`config.mk`:
```
export PLATFORM = sky130hd
export DESIGN_NAME = mesi_line_ctrl
export DESIGN_NICKNAME = d
export VERILOG_FILES = /design/src/rtl/mesi_pkg.sv /design/src/rtl/mesi_line_store.sv /design/src/rtl/mesi_line_fsm.sv /design/src/rtl/mesi_line_ctrl.sv
export SDC_FILE = /design/constraint.sdc
export NUM_CORES = 1
export LEC_CHECK = 0
export BUFFER_PORTS_ARGS = -buffer_cell sky130_fd_sc_hd__buf_4
export CORE_UTILIZATION = 67
export CTS_BUF_LIST = sky130_fd_sc_hd__clkbuf_8
export CTS_CLUSTER_DIAMETER = 60
export DETAILED_ROUTE_END_ITERATION = 6
export PLACE_DENSITY = 0.88
export SYNTH_ARGS = -nofsm -noshare
export SYNTH_HDL_FRONTEND = slang
export SYNTH_SLANG_ARGS = --single-unit
```
`constraint.sdc`:
```
create_clock -name clk -period 9.1 [get_ports clk]
set_clock_uncertainty 0.05 [all_clocks]
set_input_delay 0.455 -clock clk [delete_from_list [all_inputs] [get_ports clk]]
set_output_delay 0.455 -clock clk [all_outputs]
set_load 0.03 [all_outputs]
```
`src/rtl/mesi_pkg.sv`:
```
package mesi_pkg;

  typedef enum logic [1:0] {
    ST_I = 2'd0,
    ST_S = 2'd1,
    ST_E = 2'd2,
    ST_M = 2'd3
  } lineState_t;

  typedef enum logic [1:0] {
    BC_NONE = 2'd0,
    BC_READ = 2'd1,
    BC_RFO  = 2'd2,
    BC_WB   = 2'd3
  } busCmd_t;

  typedef enum logic [1:0] {
    SC_NONE = 2'd0,
    SC_READ = 2'd1,
    SC_RFO  = 2'd2,
    SC_INV  = 2'd3
  } snoopCmd_t;

  // Strobes from the control FSM to the line store
  typedef struct packed {
    logic       captureReq;  // latch the core request
    logic       setState;    // write tag+state of the request's index
    lineState_t newState;    // state written by setState
    logic       addrVictim;  // bus address comes from the resident (old) tag
  } ctlStrobe_t;

endpackage

```
`src/rtl/mesi_line_store.sv`:
```
module mesi_line_store
  import mesi_pkg::*;
#(
  parameter int LINE_ADDR_W = 10,
  parameter int IDX_W       = 3
) (
  input  logic                   clk,
  input  logic                   rstN,
  input  ctlStrobe_t             strobe,
  input  logic [LINE_ADDR_W-1:0] coreAddr,
  input  logic                   coreWrite,
  input  logic                   snoopValid,
  input  logic [1:0]             snoopCmd,
  input  logic [LINE_ADDR_W-1:0] snoopAddr,
  input  logic                   busAck,
  output logic                   reqHit,
  output lineState_t             reqState,
  output logic                   victimDirty,
  output logic                   reqWrite,
  output logic                   flushPending,
  output logic [LINE_ADDR_W-1:0] busAddr,
  output logic                   snoopHit,
  output logic                   snoopHitMod
);

  localparam int TAG_W = LINE_ADDR_W - IDX_W;
  localparam int LINES = 1 << IDX_W;

  logic [TAG_W-1:0]       tagArr [LINES];
  lineState_t             stArr  [LINES];

  logic [TAG_W-1:0]       reqTag;
  logic [IDX_W-1:0]       reqIdx;
  logic                   reqWriteR;
  logic                   flushPendR;
  logic [LINE_ADDR_W-1:0] flushAddrR;
  logic [IDX_W-1:0]       lastSnpIdx;

  // Request-side lookup
  logic [TAG_W-1:0] curTag;
  lineState_t       curSt;

  always_comb begin
    curTag      = tagArr[reqIdx];
    curSt       = stArr[reqIdx];
    reqHit      = (curSt != ST_I) && (curTag == reqTag);
    reqState    = curSt;
    victimDirty = (curSt == ST_M) && (curTag != reqTag);
  end

  assign reqWrite     = reqWriteR;
  assign flushPending = flushPendR;

  // Snoop-side lookup
  snoopCmd_t        snCmd;
  logic [TAG_W-1:0] sTag;
  logic [IDX_W-1:0] sIdx;
  logic             snActive;
  logic             snHit;
  logic             snHitMod;
  lineState_t       snNext;
  logic             flushSet;

  always_comb begin
    snCmd    = snoopCmd_t'(snoopCmd);
    sTag     = snoopAddr[LINE_ADDR_W-1 -: TAG_W];
    sIdx     = snoopAddr[IDX_W-1:0];
    snActive = snoopValid && (snCmd != SC_NONE);
    snHit    = snActive && (stArr[sIdx] != ST_I) && (tagArr[sIdx] == sTag);
    snHitMod = snHit && (stArr[sIdx] == ST_M);
    snNext   = (snCmd == SC_READ) ? ST_S : ST_I;
    flushSet = snHitMod && !flushPendR;
  end

  assign snoopHit    = snHit;
  assign snoopHitMod = snHitMod;

  always_comb begin
    if (flushPendR)             busAddr = flushAddrR;
    else if (strobe.addrVictim) busAddr = {curTag, reqIdx};
    else                        busAddr = {reqTag, reqIdx};
  end

  always_ff @(posedge clk) begin
    if (!rstN) begin
      for (int i = 0; i < LINES; i++) begin
        tagArr[i] <= '0;
        stArr[i]  <= ST_I;
      end
      reqTag     <= '0;
      reqIdx     <= '0;
      reqWriteR  <= 1'b0;
      flushPendR <= 1'b0;
      flushAddrR <= '0;
      lastSnpIdx <= '0;
    end else begin
      lastSnpIdx <= sIdx;
      if (strobe.captureReq) begin
        reqTag    <= coreAddr[LINE_ADDR_W-1 -: TAG_W];
        reqIdx    <= coreAddr[IDX_W-1:0];
        reqWriteR <= coreWrite;
      end
      if (snHit) stArr[sIdx] <= snNext;
      // local install takes priority over a same-cycle snoop update
      if (strobe.setState) begin
        tagArr[reqIdx] <= reqTag;
        stArr[reqIdx]  <= strobe.newState;
      end
      if (flushPendR && busAck) flushPendR <= 1'b0;
      if (flushSet) begin
        flushPendR <= 1'b1;
        flushAddrR <= snoopAddr;
      end
    end
  end

  // a snooped read that hits leaves the line Shared
  a_r8_read_shares: assert property (@(posedge clk) disable iff (!rstN)
    (snHit && snCmd == SC_READ && !strobe.setState) |=> stArr[lastSnpIdx] == ST_S);

  // a snooped RFO or invalidate that hits leaves the line Invalid
  a_r9_own_clears: assert property (@(posedge clk) disable iff (!rstN)
    (snHit && snCmd != SC_READ && !strobe.setState) |=> stArr[lastSnpIdx] == ST_I);

  // a pending snoop writeback stays put until acknowledged
  a_r8_flush_held: assert property (@(posedge clk) disable iff (!rstN)
    (flushPendR && !busAck) |=> (flushPendR && $stable(flushAddrR)));

endmodule

```
`src/rtl/mesi_line_fsm.sv`:
```
module mesi_line_fsm
  import mesi_pkg::*;
(
  input  logic       clk,
  input  logic       rstN,
  input  logic       coreReq,
  input  logic       reqHit,
  input  lineState_t reqState,
  input  logic       victimDirty,
  input  logic       reqWrite,
  input  logic       flushPending,
  input  logic       busAck,
  input  logic       busPeerShared,
  input  logic       busPeerDirty,
  input  logic       snoopValid,
  output ctlStrobe_t strobe,
  output logic       busReq,
  output busCmd_t    busCmd,
  output logic       coreReady
);

  typedef enum logic [2:0] {
    F_IDLE   = 3'd0,
    F_LOOKUP = 3'd1,
    F_BUS    = 3'd2,
    F_WAIT   = 3'd3,
    F_DONE   = 3'd4
  } fsm_t;

  fsm_t    fsm, fsmNext;
  busCmd_t curCmd, curCmdNext;
  busCmd_t afterCmd, afterCmdNext;
  logic    localAck;

  assign localAck = busAck && !flushPending;

  always_comb begin
    strobe       = '0;
    strobe.newState = ST_I;
    fsmNext      = fsm;
    curCmdNext   = curCmd;
    afterCmdNext = afterCmd;
    case (fsm)
      F_IDLE: begin
        if (coreReq) begin
          strobe.captureReq = 1'b1;
          fsmNext = F_LOOKUP;
        end
      end
      F_LOOKUP: begin
        // a snoop in this cycle may change the line: decide next cycle
        if (!snoopValid) begin
          if (reqHit && !reqWrite) begin
            fsmNext = busPeerDirty ? F_WAIT : F_DONE;
          end else if (reqHit && (reqState == ST_M || reqState == ST_E)) begin
            strobe.setState = 1'b1;
            strobe.newState = ST_M;
            fsmNext = F_DONE;
          end else if (reqHit) begin
            curCmdNext = BC_RFO;
            fsmNext = F_BUS;
          end else if (victimDirty) begin
            curCmdNext   = BC_WB;
            afterCmdNext = reqWrite ? BC_RFO : BC_READ;
            fsmNext = F_BUS;
          end else begin
            curCmdNext = reqWrite ? BC_RFO : BC_READ;
            fsmNext = F_BUS;
          end
        end
      end
      F_BUS: begin
        strobe.addrVictim = (curCmd == BC_WB);
        if (localAck) begin
          case (curCmd)
            BC_WB: begin
              strobe.setState = 1'b1;
              strobe.newState = ST_I;
              curCmdNext = afterCmd;
            end
            BC_READ: begin
              strobe.setState = 1'b1;
              strobe.newState = busPeerShared ? ST_S : ST_E;
              fsmNext = busPeerDirty ? F_WAIT : F_DONE;
            end
            BC_RFO: begin
              strobe.setState = 1'b1;
              strobe.newState = ST_M;
              fsmNext = F_DONE;
            end
            default: fsmNext = F_DONE;
          endcase
        end
      end
      F_WAIT: begin
        if (!busPeerDirty) fsmNext = F_DONE;
      end
      F_DONE: fsmNext = F_IDLE;
      default: fsmNext = F_IDLE;
    endcase
  end

  always_ff @(posedge clk) begin
    if (!rstN) begin
      fsm      <= F_IDLE;
      curCmd   <= BC_NONE;
      afterCmd <= BC_NONE;
    end else begin
      fsm      <= fsmNext;
      curCmd   <= curCmdNext;
      afterCmd <= afterCmdNext;
    end
  end

  // snoop writebacks take the bus ahead of local transactions
  always_comb begin
    busReq    = flushPending || (fsm == F_BUS);
    if (flushPending)      busCmd = BC_WB;
    else if (fsm == F_BUS) busCmd = curCmd;
    else                   busCmd = BC_NONE;
    coreReady = (fsm == F_DONE);
  end

  // ready is a single-cycle pulse
  a_r10_ready_single: assert property (@(posedge clk) disable iff (!rstN)
    coreReady |=> !coreReady);

  // a read never completes on an edge where the peer writeback was pending
  a_r3_read_waits: assert property (@(posedge clk) disable iff (!rstN)
    (coreReady && !reqWrite) |-> !$past(busPeerDirty));

  // a pending snoop writeback is what the bus sees
  a_r8_flush_first: assert property (@(posedge clk) disable iff (!rstN)
    flushPending |-> (busReq && busCmd == BC_WB));

endmodule

```
`src/rtl/mesi_line_ctrl.sv`:
```
module mesi_line_ctrl
  import mesi_pkg::*;
#(
  parameter int LINE_ADDR_W = 10,
  parameter int IDX_W       = 3
) (
  input  logic                   clk,
  input  logic                   rstN,
  input  logic                   coreReq,
  input  logic                   coreWrite,
  input  logic [LINE_ADDR_W-1:0] coreAddr,
  output logic                   coreReady,
  output logic                   busReq,
  output logic [1:0]             busCmd,
  output logic [LINE_ADDR_W-1:0] busAddr,
  input  logic                   busAck,
  input  logic                   busPeerShared,
  input  logic                   busPeerDirty,
  input  logic                   snoopValid,
  input  logic [1:0]             snoopCmd,
  input  logic [LINE_ADDR_W-1:0] snoopAddr,
  output logic                   snoopHit,
  output logic                   snoopHitMod
);

  ctlStrobe_t strobe;
  logic       reqHit;
  lineState_t reqState;
  logic       victimDirty;
  logic       reqWrite;
  logic       flushPending;
  busCmd_t    busCmdE;

  mesi_line_store #(
    .LINE_ADDR_W(LINE_ADDR_W),
    .IDX_W      (IDX_W)
  ) u_store (
    .clk         (clk),
    .rstN        (rstN),
    .strobe      (strobe),
    .coreAddr    (coreAddr),
    .coreWrite   (coreWrite),
    .snoopValid  (snoopValid),
    .snoopCmd    (snoopCmd),
    .snoopAddr   (snoopAddr),
    .busAck      (busAck),
    .reqHit      (reqHit),
    .reqState    (reqState),
    .victimDirty (victimDirty),
    .reqWrite    (reqWrite),
    .flushPending(flushPending),
    .busAddr     (busAddr),
    .snoopHit    (snoopHit),
    .snoopHitMod (snoopHitMod)
  );

  mesi_line_fsm u_fsm (
    .clk          (clk),
    .rstN         (rstN),
    .coreReq      (coreReq),
    .reqHit       (reqHit),
    .reqState     (reqState),
    .victimDirty  (victimDirty),
    .reqWrite     (reqWrite),
    .flushPending (flushPending),
    .busAck       (busAck),
    .busPeerShared(busPeerShared),
    .busPeerDirty (busPeerDirty),
    .snoopValid   (snoopValid),
    .strobe       (strobe),
    .busReq       (busReq),
    .busCmd       (busCmdE),
    .coreReady    (coreReady)
  );

  assign busCmd = busCmdE;

endmodule

```
==> results.cfg <==
[critical_path]
critPathLaunchType = flip-flop
path_class = reg2reg
worst_setup_path_end_kind = flip-flop
r2r-end = u_store.tagArr[7][4]$_SDFFCE_PN0P_
critPathMaxStageDelay_ns = 0.93
critPathArrivalTime_ns = 4.22
path_cells = mux4_2 -> mux2i_1 -> xor2_1 -> nand3_1 -> nor4_1 -> buf_4 -> a31o_2 -> nand2_1 -> nand2_1
crit_top_cell = nand2_1
cp.required_ns = 9.10
reg2regPathDepth = 9
cpMaxStageDelayCell = a31o_2
ff2ff_setup_slack_ns = 4.88
crit_fanout = 74

[final_layout]
stdcell_count = 682
regArea_mm2 = 0.00280
fin_util_pct = 74.5
syn_to_final_growth_pct = 7.48
fillCellCount = 599
fin_nets = 599
final_common_cell = edfxtp_1
final_cell_mix = edfxtp_1, nand2_1, and3_1
multi_input_area_mm2 = 0.00297
num_antenna_cells = 0
drive_above_1_share_pct = 19.0

[power]
p_per_area_mw_per_mm2 = 178
leakage_uw = 0.00253
total_power_uw = 1150
max-vdd-ir-drop_mv = 0.133

[synth]
synth_edf_count = 72
synth_area_leaders = edfxtp_1, dfxtp_1, mux4_2, and3_1, mux2i_1
async_flop_share_pct = 0
yosysUniqueCellTypes = 56
syn_inst = 555
yosysTopAreaCell = edfxtp_1
synth_seq_cells = 104
syn-num-nets = 585
synth_top_area_share_pct = 35.8
synth_ff_type = edfxtp_1
ys_seq_area_share_pct = 46.4
avgSynthCellArea_um2 = 10.9
ys_warn_count = 0
synth_area_mm2 = 0.00604

[clocking]
cts_tree = yes
cts_hold_buf = 0
cts_max_level = 3
clk_path_buf_depth = 2
cts.sinks = 104
clkLatencyLatePin_ns = 0.38
cts_setup_buffers = 0
root_buffer = clkbuf_8
numCtsBuffers = 9
clkTransAtPathRegs_ns = 0.13
ctsResizeCount = 0

[die]
num_rows = 34
die_w_um = 97.0
die_h_um = 97.0
die-area_mm2 = 0.00940
io_pins = 46
initial_core_util_pct = 69.3
core_mm2 = 0.00872

[hold_path]
hold_end = u_store.reqTag[4]$_SDFFE_PN0P_
min_path_cells = 3
holdCritStartpoint = coreAddr[7]
hold_class = in2reg

[detailed_routing]
viasPerCell = 6.98
wirelength_um = 15900
route.antenna.remaining_nets = 0
first_iter_violations = 694
vias = 4760
wl_per_cell_um = 23.3
first_pass_iters = 5
drt_drc_violations_left = 0

[global_routing]
grt_pass1_vias = 4565
grt_max_degree = 75
grt_pass1_wl_um = 24900
antenna_found_initial = 0
grt_usage_pct = 35.0
overflow = 0

[sta]
setup_viol_count_final = 0
hold_viol_final = 0
max_freq_mhz = 237
rsz0062_at_grt = false
setup_tns_ns = 0
maxSlewViolCount = 0
tightest_slew_ns = 1.14
fin_crit_ns = 4.22
timing.final.ws_setup_ns = 4.88
fin_crit_sh_pct = 46.3
max_slew_margin_pct = 23.7

[placed_design]
place_inst = 666
io_buffer_count = 45
place_hpwl_um = 11500
place_congestion = 1.00
dpl_worst_slack_ns = 5.00

[flow_run]
max_cap_violations = 0

[outcome]
status = finished clean
## cell usage after synthesis (all sizes together), types with 2 or more instances
master / count
o211ai: 10
a31oi: 4
buf: 24
nand2: 71
nand3b: 6
nand4: 3
and3: 58
clkbuf: 20
nor3: 15
inv: 3
o21a: 2
mux2: 10
nor2b: 14
a32oi: 2
xnor2: 3
a21o: 2
or3: 5
nor2: 25
o21ai: 17
mux2i: 34
mux4: 26
or4: 2
nor3b: 3
nand2b: 12
or2: 5
a31o: 2
edfxtp: 72
xor2: 7
dfxtp: 32
o22ai: 6
a22o: 2
o41ai: 4
o31ai: 5
nand3: 10
a21boi: 13
and2: 4
a21oi: 13
## how the worst max path moves through the flow
stage	slack, ns	depth (start not counted)	end	startpoint
after floorplan	5.83	8	snoopHitMod	snoopAddr[0]
after global placement	5.06	9	u_store.tagArr[2][3]$_SDFFCE_PN0P_	flip-flop
after detailed placement	5.00	9	u_store.tagArr[7][5]$_SDFFCE_PN0P_	flip-flop
after CTS	4.97	9	u_store.tagArr[7][4]$_SDFFCE_PN0P_	flip-flop
after global routing	4.53	9	u_store.tagArr[2][4]$_SDFFCE_PN0P_	flip-flop
final	4.88	9	u_store.tagArr[7][4]$_SDFFCE_PN0P_	flip-flop
## where the power goes
group / switching [µW] / total (µW) / internal [µW]
Sequential: 58.2 / 589 / 531
Combinational: 146 / 252 / 106
Clock: 196 / 312 / 116
Total: 400 / 1150 / 753
## metal layers
metal	wire length, µm	share of wire [%]	global-route usage, %	up-vias
li1	-	-	-	2115
met1	6000	38	49.9	2266
met2	7380	46	53.7	348
met3	2190	14	8.82	31
met4	312	2.0	10.1	0
met5	0	0	0	-
## critical path, delay by kind of cell (launching register included)
kind	cells	cell delay, ns
DFF	1	0.89
and+or+nand+nor	4	0.96
AOI/OAI and AO/OA	1	0.93
xor gates and xnor gates	1	0.18
muxes	2	0.63
buffers and inverters	1	0.24
## final cells by class
type	count	area share (%)
clock inverters	7	1.45
inverters	3	0.173
repair buffers	47	5.43
multi-input cells	404	45.8
well taps	108	2.08
clock buffers	9	1.91
flip-flops and latches	104	43.2
## registers in the layout, summed over array words and instances (netlist names), named ones only
| name | flops |
|---|---|
| u_fsm.fsm | 3 |
| u_fsm.curCmd | 2 |
| u_store.stArr | 16 |
| u_store.reqIdx | 3 |
| u_store.reqWrite | 1 |
| u_store.reqTag | 7 |
| u_fsm.afterCmd | 2 |
| u_store.flushPending | 1 |
| u_store.flushAddrR | 10 |
| u_store.tagArr | 56 |
## cell families after synthesis
group | count (synthesis) | synth area share (%)
flip-flops | 104 | 46.4
XOR/XNOR | 10 | 1.45
buffers and inverters | 47 | 4.39
AO/OA/AOI/OAI | 88 | 10.0
AND/OR/NAND/NOR | 236 | 20.4
multiplexers | 70 | 17.3
## through the flow
stage / cell area [µm²] / hold WS [ns]
finish: 6490 / 0.265
global route: 6490 / 0.258
CTS: 6490 / 0.255
detailed placement: 6280 / 0.408
global placement: 6280 / 0.399
floorplan: 6040 / 0.381
No activity file was read; power rests on OpenSTA's default activity.
